[config.mk]
export PLATFORM = sky130hd
export DESIGN_NAME = pinmux_port
export DESIGN_NICKNAME = d
export VERILOG_FILES = /design/src/rtl/pmx_pkg.sv /design/src/rtl/pmx_rst_sync.sv /design/src/rtl/pmx_sync.sv /design/src/rtl/pmx_regs.sv /design/src/rtl/pmx_owner.sv /design/src/rtl/pinmux_port.sv
export SDC_FILE = /design/constraint.sdc
export NUM_CORES = 1
export LEC_CHECK = 0
export CAP_MARGIN = 10
export CORE_UTILIZATION = 41
export CTS_BUF_LIST = sky130_fd_sc_hd__clkbuf_8 sky130_fd_sc_hd__clkbuf_16
export DETAILED_ROUTE_END_ITERATION = 10
export PLACE_DENSITY = 0.9
export SLEW_MARGIN = 25
export SYNTH_ARGS = -nofsm -noshare
export SYNTH_HDL_FRONTEND = slang
export SYNTH_HIERARCHICAL = 1
export SYNTH_SLANG_ARGS = --single-unit
[constraint.sdc]
create_clock -name clk -period 1.29 [get_ports clk]
set_input_delay 0.129 -clock clk [delete_from_list [all_inputs] [get_ports clk]]
set_output_delay 0.129 -clock clk [all_outputs]
set_load 0.05 [all_outputs]
[src/rtl/pmx_pkg.sv]
package pmx_pkg;
  // Pin roles; the peripherals decode these positions.
  localparam int PIN_SS   = 0;
  localparam int PIN_SDI  = 1;
  localparam int PIN_SDO  = 2;
  localparam int PIN_SCK  = 3;
  localparam int PIN_TCH0 = 4;
  localparam int PIN_TCH1 = 5;

  typedef enum logic [1:0] {
    OWN_PORT     = 2'd0,
    OWN_PERIPH   = 2'd1,
    OWN_PERIPH_IN = 2'd2
  } own_e;

  typedef struct packed {
    logic       spi_en;
    logic       spi_master;
    logic [1:0] tch0_mode;
    logic [1:0] tch1_mode;
  } mux_ctl_t;

  function automatic logic tch_claims(input logic [1:0] mode);
    return mode != 2'b00;
  endfunction
endpackage

[src/rtl/pmx_rst_sync.sv]
module pmx_rst_sync (
  input  logic clk,
  input  logic rst_n,
  output logic rst_sync_n
);
  logic [1:0] stage_q;

  always_ff @(posedge clk or negedge rst_n) begin
    if (!rst_n) stage_q <= 2'b00;
    else        stage_q <= {stage_q[0], 1'b1};
  end

  assign rst_sync_n = stage_q[1];
endmodule

[src/rtl/pmx_sync.sv]
module pmx_sync #(
  parameter int NPIN   = 7,
  parameter int STAGES = 2
) (
  input  logic            clk,
  input  logic            rst_n,
  input  logic [NPIN-1:0] pin_in,
  output logic [NPIN-1:0] pin_sync
);
  logic [NPIN-1:0] chain_q [STAGES];

  for (genvar s = 0; s < STAGES; s++) begin : g_stage
    logic [NPIN-1:0] chain_d;
    if (s == 0) begin : g_first
      assign chain_d = pin_in;
    end else begin : g_next
      assign chain_d = chain_q[s-1];
    end
    always_ff @(posedge clk or negedge rst_n) begin
      if (!rst_n) chain_q[s] <= '0;
      else        chain_q[s] <= chain_d;
    end
  end

  assign pin_sync = chain_q[STAGES-1];

  if (STAGES == 2) begin : g_chk
    logic [1:0] age_q;
    always_ff @(posedge clk or negedge rst_n) begin
      if (!rst_n)           age_q <= 2'd0;
      else if (age_q != 2'd2) age_q <= age_q + 2'd1;
    end
    AST_SYNC_TWO_EDGES: assert property (@(posedge clk) disable iff (!rst_n)
      (age_q == 2'd2) |-> (pin_sync == $past(pin_in, 2)))
      else $error("sync latency");
  end
endmodule

[src/rtl/pmx_regs.sv]
module pmx_regs #(
  parameter int          NPIN      = 7,
  parameter int          REG_W     = 8,
  parameter int          ADDR_W    = 8,
  parameter logic [7:0]  DATA_ADDR = 8'h03,
  parameter logic [7:0]  DIR_ADDR  = 8'h07
) (
  input  logic              clk,
  input  logic              rst_n,
  input  logic              we,
  input  logic [ADDR_W-1:0] addr,
  input  logic [REG_W-1:0]  wdata,
  input  logic [NPIN-1:0]   pin_sync,
  output logic [NPIN-1:0]   latch_q,
  output logic [NPIN-1:0]   dir_q,
  output logic [REG_W-1:0]  rdata
);
  localparam int PAD_W = REG_W - NPIN;

  logic            hit_data, hit_dir;
  logic            latch_en, dir_en;
  logic [NPIN-1:0] latch_d, dir_d;
  logic [NPIN-1:0] data_view;
  logic            unused_hi;

  assign hit_data = (addr == ADDR_W'(DATA_ADDR));
  assign hit_dir  = (addr == ADDR_W'(DIR_ADDR));
  assign unused_hi = &{1'b0, wdata[REG_W-1:NPIN]};

  // next state
  always_comb begin
    latch_en = we && hit_data;
    dir_en   = we && hit_dir;
    latch_d  = wdata[NPIN-1:0];
    dir_d    = wdata[NPIN-1:0];
  end

  // registers
  always_ff @(posedge clk or negedge rst_n) begin
    if (!rst_n)        latch_q <= '0;
    else if (latch_en) latch_q <= latch_d;
  end

  always_ff @(posedge clk or negedge rst_n) begin
    if (!rst_n)      dir_q <= '0;
    else if (dir_en) dir_q <= dir_d;
  end

  // read path: direction bit alone picks latch or pin
  for (genvar i = 0; i < NPIN; i++) begin : g_view
    assign data_view[i] = dir_q[i] ? latch_q[i] : pin_sync[i];
  end

  always_comb begin
    if (hit_data)     rdata = {{PAD_W{1'b0}}, data_view};
    else if (hit_dir) rdata = {{PAD_W{1'b0}}, dir_q};
    else              rdata = '0;
  end

  AST_LATCH_WRITE: assert property (@(posedge clk) disable iff (!rst_n)
    (we && hit_data) |=> (latch_q == $past(wdata[NPIN-1:0])))
    else $error("latch write lost");
  AST_DIR_WRITE: assert property (@(posedge clk) disable iff (!rst_n)
    (we && hit_dir) |=> (dir_q == $past(wdata[NPIN-1:0])))
    else $error("dir write lost");
  AST_DIR_HOLD: assert property (@(posedge clk) disable iff (!rst_n)
    !(we && hit_dir) |=> $stable(dir_q))
    else $error("dir changed without write");
  AST_TOP_BIT_ZERO: assert property (@(posedge clk) disable iff (!rst_n)
    rdata[REG_W-1] == 1'b0)
    else $error("top bit read nonzero");
endmodule

[src/rtl/pmx_owner.sv]
module pmx_owner #(
  parameter int NPIN = 7
) (
  input  pmx_pkg::mux_ctl_t ctl,
  output pmx_pkg::own_e     pin_own [NPIN]
);
  import pmx_pkg::*;

  for (genvar i = 0; i < NPIN; i++) begin : g_pin
    if (i == PIN_SS) begin : g_ss
      assign pin_own[i] = (ctl.spi_en && !ctl.spi_master) ? OWN_PERIPH_IN : OWN_PORT;
    end else if (i >= PIN_SDI && i <= PIN_SCK) begin : g_spi
      assign pin_own[i] = ctl.spi_en ? OWN_PERIPH : OWN_PORT;
    end else if (i == PIN_TCH0) begin : g_t0
      assign pin_own[i] = tch_claims(ctl.tch0_mode) ? OWN_PERIPH : OWN_PORT;
    end else if (i == PIN_TCH1) begin : g_t1
      assign pin_own[i] = tch_claims(ctl.tch1_mode) ? OWN_PERIPH : OWN_PORT;
    end else begin : g_plain
      assign pin_own[i] = OWN_PORT;
    end
  end
endmodule

[src/rtl/pinmux_port.sv]
module pinmux_port #(
  parameter int          NPIN      = 7,
  parameter int          REG_W     = 8,
  parameter int          ADDR_W    = 8,
  parameter int          SYNC_STG  = 2,
  parameter logic [7:0]  DATA_ADDR = 8'h03,
  parameter logic [7:0]  DIR_ADDR  = 8'h07
) (
  input  logic              clk,
  input  logic              rst_n,
  input  logic              bus_we,
  input  logic [ADDR_W-1:0] bus_addr,
  input  logic [REG_W-1:0]  bus_wdata,
  output logic [REG_W-1:0]  bus_rdata,
  input  logic              spi_en,
  input  logic              spi_master,
  input  logic [1:0]        tch0_mode,
  input  logic [1:0]        tch1_mode,
  input  logic [NPIN-1:0]   per_oe,
  input  logic [NPIN-1:0]   per_out,
  input  logic [NPIN-1:0]   pin_in,
  output logic [NPIN-1:0]   pin_oe,
  output logic [NPIN-1:0]   pin_out,
  output logic [NPIN-1:0]   pin_sync
);
  import pmx_pkg::*;

  logic            rst_sync_n;
  logic [NPIN-1:0] latch_q, dir_q;
  mux_ctl_t        ctl;
  own_e            pin_own [NPIN];

  assign ctl = '{spi_en: spi_en, spi_master: spi_master,
                 tch0_mode: tch0_mode, tch1_mode: tch1_mode};

  pmx_rst_sync u_rst (
    .clk(clk), .rst_n(rst_n), .rst_sync_n(rst_sync_n)
  );

  pmx_sync #(.NPIN(NPIN), .STAGES(SYNC_STG)) u_sync (
    .clk(clk), .rst_n(rst_sync_n), .pin_in(pin_in), .pin_sync(pin_sync)
  );

  pmx_regs #(.NPIN(NPIN), .REG_W(REG_W), .ADDR_W(ADDR_W),
             .DATA_ADDR(DATA_ADDR), .DIR_ADDR(DIR_ADDR)) u_regs (
    .clk(clk), .rst_n(rst_sync_n), .we(bus_we), .addr(bus_addr),
    .wdata(bus_wdata), .pin_sync(pin_sync), .latch_q(latch_q),
    .dir_q(dir_q), .rdata(bus_rdata)
  );

  pmx_owner #(.NPIN(NPIN)) u_owner (
    .ctl(ctl), .pin_own(pin_own)
  );

  for (genvar i = 0; i < NPIN; i++) begin : g_drive
    logic oe_i, out_i;
    always_comb begin
      unique case (pin_own[i])
        OWN_PERIPH:    begin oe_i = per_oe[i]; out_i = per_out[i]; end
        OWN_PERIPH_IN: begin oe_i = 1'b0;      out_i = 1'b0;       end
        default:       begin oe_i = dir_q[i];  out_i = latch_q[i]; end
      endcase
    end
    assign pin_oe[i]  = oe_i;
    assign pin_out[i] = out_i;
  end

  AST_SS_OWNED_INPUT: assert property (@(posedge clk) disable iff (!rst_sync_n)
    (spi_en && !spi_master) |-> (!pin_oe[PIN_SS] && !pin_out[PIN_SS]))
    else $error("slave select driven while owned");
  AST_SPI_IGNORES_DIR: assert property (@(posedge clk) disable iff (!rst_sync_n)
    spi_en |-> (pin_oe[PIN_SCK:PIN_SDI] == per_oe[PIN_SCK:PIN_SDI]))
    else $error("serial pins follow direction");
  AST_TCH0_RELEASED: assert property (@(posedge clk) disable iff (!rst_sync_n)
    (tch0_mode == 2'b00) |-> (pin_oe[PIN_TCH0] == dir_q[PIN_TCH0]))
    else $error("timer pin held");
  AST_PLAIN_PIN: assert property (@(posedge clk) disable iff (!rst_sync_n)
    (pin_oe[NPIN-1] == dir_q[NPIN-1]) && (pin_out[NPIN-1] == latch_q[NPIN-1]))
    else $error("plain pin taken");
  AST_NO_GLITCH: assert property (@(posedge clk) disable iff (!rst_sync_n)
    ($rose(dir_q[NPIN-1]) && $stable(latch_q[NPIN-1])) |-> (pin_out[NPIN-1] == latch_q[NPIN-1]))
    else $error("glitch on enable");
endmodule

## Yosys cells after proc, flatten, opt, wreduce, memory -nomap -nowiden

Cells that the tools add are included.

| word-level totals | value |
|---|---|
| flip-flop bits (word level) | 30 |
| latch bits | 0 |
| RAM bits | 0 |
| bits in read-only memories | 0 |
| bits of input ports | 46 |
| output and inout port bits | 29 |
| word-level logic and storage cells | 46 |
| memories | 0 |

| operators by class | value |
|---|---|
| add/subtract/negate cells | 0 |
| $mul | 0 |
| divide/modulo/power cells | 0 |
| magnitude comparators | 0 |
| equality and inequality tests | 10 |
| shift-type cells | 0 |
| muxes and demuxes | 25 |
| bitwise operators | 0 |
| reduce and logical (&&, ||, !) cells | 6 |

Operators with widths:

| operator | count |
|---|---|
| 1-bit case mux with 2 select lines | 12 |
| 1-bit 2-to-1 mux | 10 |
| 2-bit by 1-bit == test with 1-bit output (second input constant) | 4 |
| 2-bit == test (second input constant) | 4 |
| 8-bit by 2-bit == test with 1-bit output (second input constant) | 1 |
| 8-bit by 3-bit == test with 1-bit output (second input constant) | 1 |
| 8-bit 2-to-1 mux | 1 |
| 7-bit 2-to-1 mux | 1 |
| 2-bit nonzero test | 2 |
| 1-bit logical AND | 3 |
| 2-bit 2-to-1 mux | 1 |
| 1-bit zero test | 1 |

## Logic depth before layout (Yosys ltp)

| logic depth | value |
|---|---|
| depth in word-level cells | 5 |
| depth in mapped cells | 6 |
| gate-level depth less buffers | 5 |

## Modules after synthesis

Netlist, hierarchy kept.

Modules (own cells, without submodules):

| module | instances | cells each | area each (um2) | sequential area each (um2) |
|---|---|---|---|---|
| pmx_regs | 1 | 59 | 723.2 | 350.3 |
| pinmux_port | 1 | 70 | 394.1 | 0.0 |
| pmx_sync | 1 | 14 | 350.3 | 350.3 |
| pmx_owner | 1 | 15 | 105.1 | 0.0 |
| pmx_rst_sync | 1 | 3 | 53.8 | 50.0 |

## Worst setup path after synthesis

OpenSTA, ideal clock, no wires.

| path | value |
|---|---|
| path type | register to output |
| start point | register u_sync.chain_q, in the netlist u_sync/pin_sync[0] |
| end point | output bus_rdata[0] |
| arrival | 1881 ps |
| data required time | 1161 ps |
| slack | -720 ps |
| stages on the path, launching flop included | 3 |
| buffers on the path | 0 |
| path through | dfrtp_1 -> or3b_2 -> a21oi_1 |

| on the way | value |
|---|---|
| word-level cells in the longest chain between the ends | 2 |

RTL lines:

| element | line | source |
|---|---|---|
| start: declaration | pmx_sync.sv:10 | `logic [NPIN-1:0] chain_q [STAGES];` |
| start signal: indexed assignment | pmx_sync.sv:21 | `else chain_q[s] <= chain_d;` |
| 1-bit 2-to-1 mux | pmx_regs.sv:51 | `assign data_view[i] = dir_q[i] ? latch_q[i] : pin_sync[i];` |
| 8-bit 2-to-1 mux | pmx_regs.sv:55 | `if (hit_data) rdata = {{PAD_W{1'b0}}, data_view};` |
| end: declaration | pinmux_port.sv:14 | `output logic [REG_W-1:0] bus_rdata,` |

No other way between the ends.

## Final worst setup path

| path | value |
|---|---|
| start point | register u_regs.dir_q[1] |
| end point | output bus_rdata[1] |

| on the way | value |
|---|---|
| word-level cells in the longest chain between the ends | 2 |
| elaborated cells on any way between the ends | 3 |
| classes of those cells | mux: 3 |

RTL lines:

| element | line | source |
|---|---|---|
| start: declaration | pmx_regs.sv:15 | `output logic [NPIN-1:0] dir_q,` |
| start signal: assignment | pmx_regs.sv:46 | `else if (dir_en) dir_q <= dir_d;` |
| 7-bit 2-to-1 mux / 1-bit 2-to-1 mux (equally long branches) | pmx_regs.sv:56, pmx_regs.sv:51 |  |
| 8-bit 2-to-1 mux * | pmx_regs.sv:55 |  |

Every way passes the cells marked *; elsewhere a longest branch is shown, timed or not.

==> metrics <==
1st-pass router iterations 4; gr usage total 27.3%; Worst path depth 3; Peak VDD IR 842 uV; Post-synth EDFFs 0; worst skew pair latency 0.27 ns; Leak 0.00139 uW; final count of hold timing violations 0; TritonCTS clock tree built; Initial Util 43.4%; initial antenna violation count 0; Max clock buf depth 2; DIE HEIGHT 65.0 um; CORE AREA 3740 sq um; nature of the critical path endpoint output pin; Cell Pwr Density 818 nW/um^2; largest net degree at the start of global routing 17; final core occ 84.2%; Max Slew Vio Count 0; Die X 65.0 um; Post-Syn Area 1630 sq um; DRT iter0 DRCs 66; via/cell ratio 5.14; num ports 75; P&R area growth vs syn 93.8%; Cells after DPL 280; Max Cap Viol 0; Critical Path RT 1.16 ns; clk_skew 0.00677 ns; clk slew on worst S/H paths 0.06 ns; Die ar. 4220 sq um; r2r worst-path depth 4; routability cong. 0.783; number of global-route vias before repair 1776; Pwr Total 2580 uW; H-tree Lvls 2; Avg Cell Area, Syn 10.1 sq um; Final Cycle Share 121%; hold-fix buffers at CTS 0; Clock Sinks 30; Post-synth ARST share 100%; post-synth cell types 20; Seq/Total Area, Yosys 46.2%; Place WS -0.592 ns; Setup WS post-layout -0.271 ns; HP Class primary input to async pin; fin cells 301; Critical Path, Cell by Cell or3b_4 > a21oi_4 > buf_12; FMAX 0.640 GHz; Std-Cell Rows 22; I/O Buffers 72; CP top delay family flip-flops; CP arrival 1.43 ns; min cycle time layout 1.56 ns; Post-Route WL 5840 um; DR vias 1546; YS warnings 6; Num CTS Buffers 5; Largest stage delay, worst path 0.41 ns; Max FO, Critical Path 3; Post-DP HPWL 3070 um; FF+latch count, synth 30; Diodes inserted 0; Final Setup Violations 12; DRC viols 0; RSZ-0062 raised after global routing yes; status complete, but fails checks; Mapped Cells 161; crit path launch type flip-flop; Post-DRT Antenna Nets 0; global-route wire length before repair 8340 um; crit path buf inv count 1; worst setup path class flip-flop to output pin; layout cells sized above 1 54.9%; failing checks setup timing; clk root buf clkbuf_8; global route overflow 0; routed len/inst 19.4 um; Top FF cell, synth dfrtp_1; Slowest-stage cell, CP dfrtp_1; Final nets 305
synth_stat cells (2+ instances only):
master / instances / area [sq um]
ha_1: 7 / 87.6
o21ai_1: 14 / 70.1
buf_4: 26 / 195
dfrtp_1: 30 / 751
or3b_2: 6 / 52.6
mux2_2: 14 / 158
o21ai_0: 7 / 35.0
nand2_1: 30 / 113
a21oi_1: 7 / 35.0
conb_1: 3 / 11.3
or2_1: 2 / 12.5
inv_1: 7 / 26.3
power by group:
part,switching (uW),internal (uW)
logic,384,414
clock network,334,422
registers,36.0,989
area by class of cell:
cell class	count	area (sq um)
flip-flops and latches	30	758
repair buffers	105	1230
clock buffers	6	82.6
multi-input cells	103	986
fillers	168	592
inverters	7	26.3
well taps	48	60.1
clock inverters	2	8.76
metal layers:
layer  vias up  wire length, um  track usage, %
met4         0              434            16.9
met5         -                0               0
met2        91             3160            51.7
met1       736             1890            25.2
met3        36              352            7.57
li1        683                -               -
kinds of logic (layout without fill, tap and decap cells):
family / after synthesis / count (layout) / synth area share, %
compound gates: 28 / 28 / 8.62
fa+ha+maj: 7 / 7 / 5.38
buf+inv: 35 / 120 / 14.5
flops: 30 / 30 / 46.2
mux: 14 / 14 / 9.69
other cells: 3 / 10 / 0.692
simple gates: 44 / 44 / 14.9
sequential cells by signal, summed over array words and instances (netlist names):
| name | count |
|---|---|
| u_sync/pin_sync | 7 |
| u_regs/dir_q | 7 |
| u_rst/stage_q | 2 |
| u_regs/latch_q | 7 |
| u_sync/g_stage.chain_d | 7 |
final timing paths:
path	start	to	slack, ns
worst min register to register	u_rst/stage_q[1]	u_regs/dir_q[4]	0.18
worst max register to register	u_regs/dir_q[5]	u_regs/dir_q[5]	0.16
worst min-delay path	rst_n	u_rst/stage_q[0]	0.02
min in group clk	pin_in[6]	u_sync/g_stage[1].chain_d[6]	0.30
worst max-delay path	u_regs/dir_q[1]	bus_rdata[1]	-0.27
max in group asynchronous	u_rst/stage_q[1]	u_sync/pin_sync[3]	0.87
layout by cell type, fill, tap and decap left out:
master,count
nand2_1,21
ha_1,2
ha_4,5
buf_6,9
o21ai_1,5
clkdlybuf4s50_1,30
nand2_2,5
or3b_4,6
nor2_1,1
a21oi_4,7
or2_1,2
clkdlybuf4s15_1,3
dfrtp_1,24
o21ai_2,9
clkinv_2,1
o21ai_0,4
o21ai_4,3
mux2_4,7
buf_2,2
nor4b_4,1
buf_4,25
conb_1,10
nand2_4,3
nand2_8,1
dlygate4sd2_1,4
and4_4,1
clkbuf_2,5
nor3b_2,1
buf_12,27
clkbuf_8,6
inv_1,8
nand4b_4,1
mux2_2,7
dfrtp_2,6
nor2b_2,1
repair_timing:
item / 4_1_cts / 5_1_grt
setup buffers: 14 / 4
hold endpoints to repair: 0 / 0
endpoints found under the setup margin: 33 / 28
pin swaps: 14 / 11
gates resized for setup: 54 / 38
metrics by stage:
stage	hold WS (ns)	area [sq um]	TNS (ns)
finish	0.0154	3150	-1.48
global route	0.0149	3150	-2.27
CTS	0.0114	3070	-1.32
detailed placement	0.188	2760	-14.21
global placement	0.183	2760	-12.38
floorplan	-0.167	1760	-0.566
No activity file was read; power rests on OpenSTA's default activity.
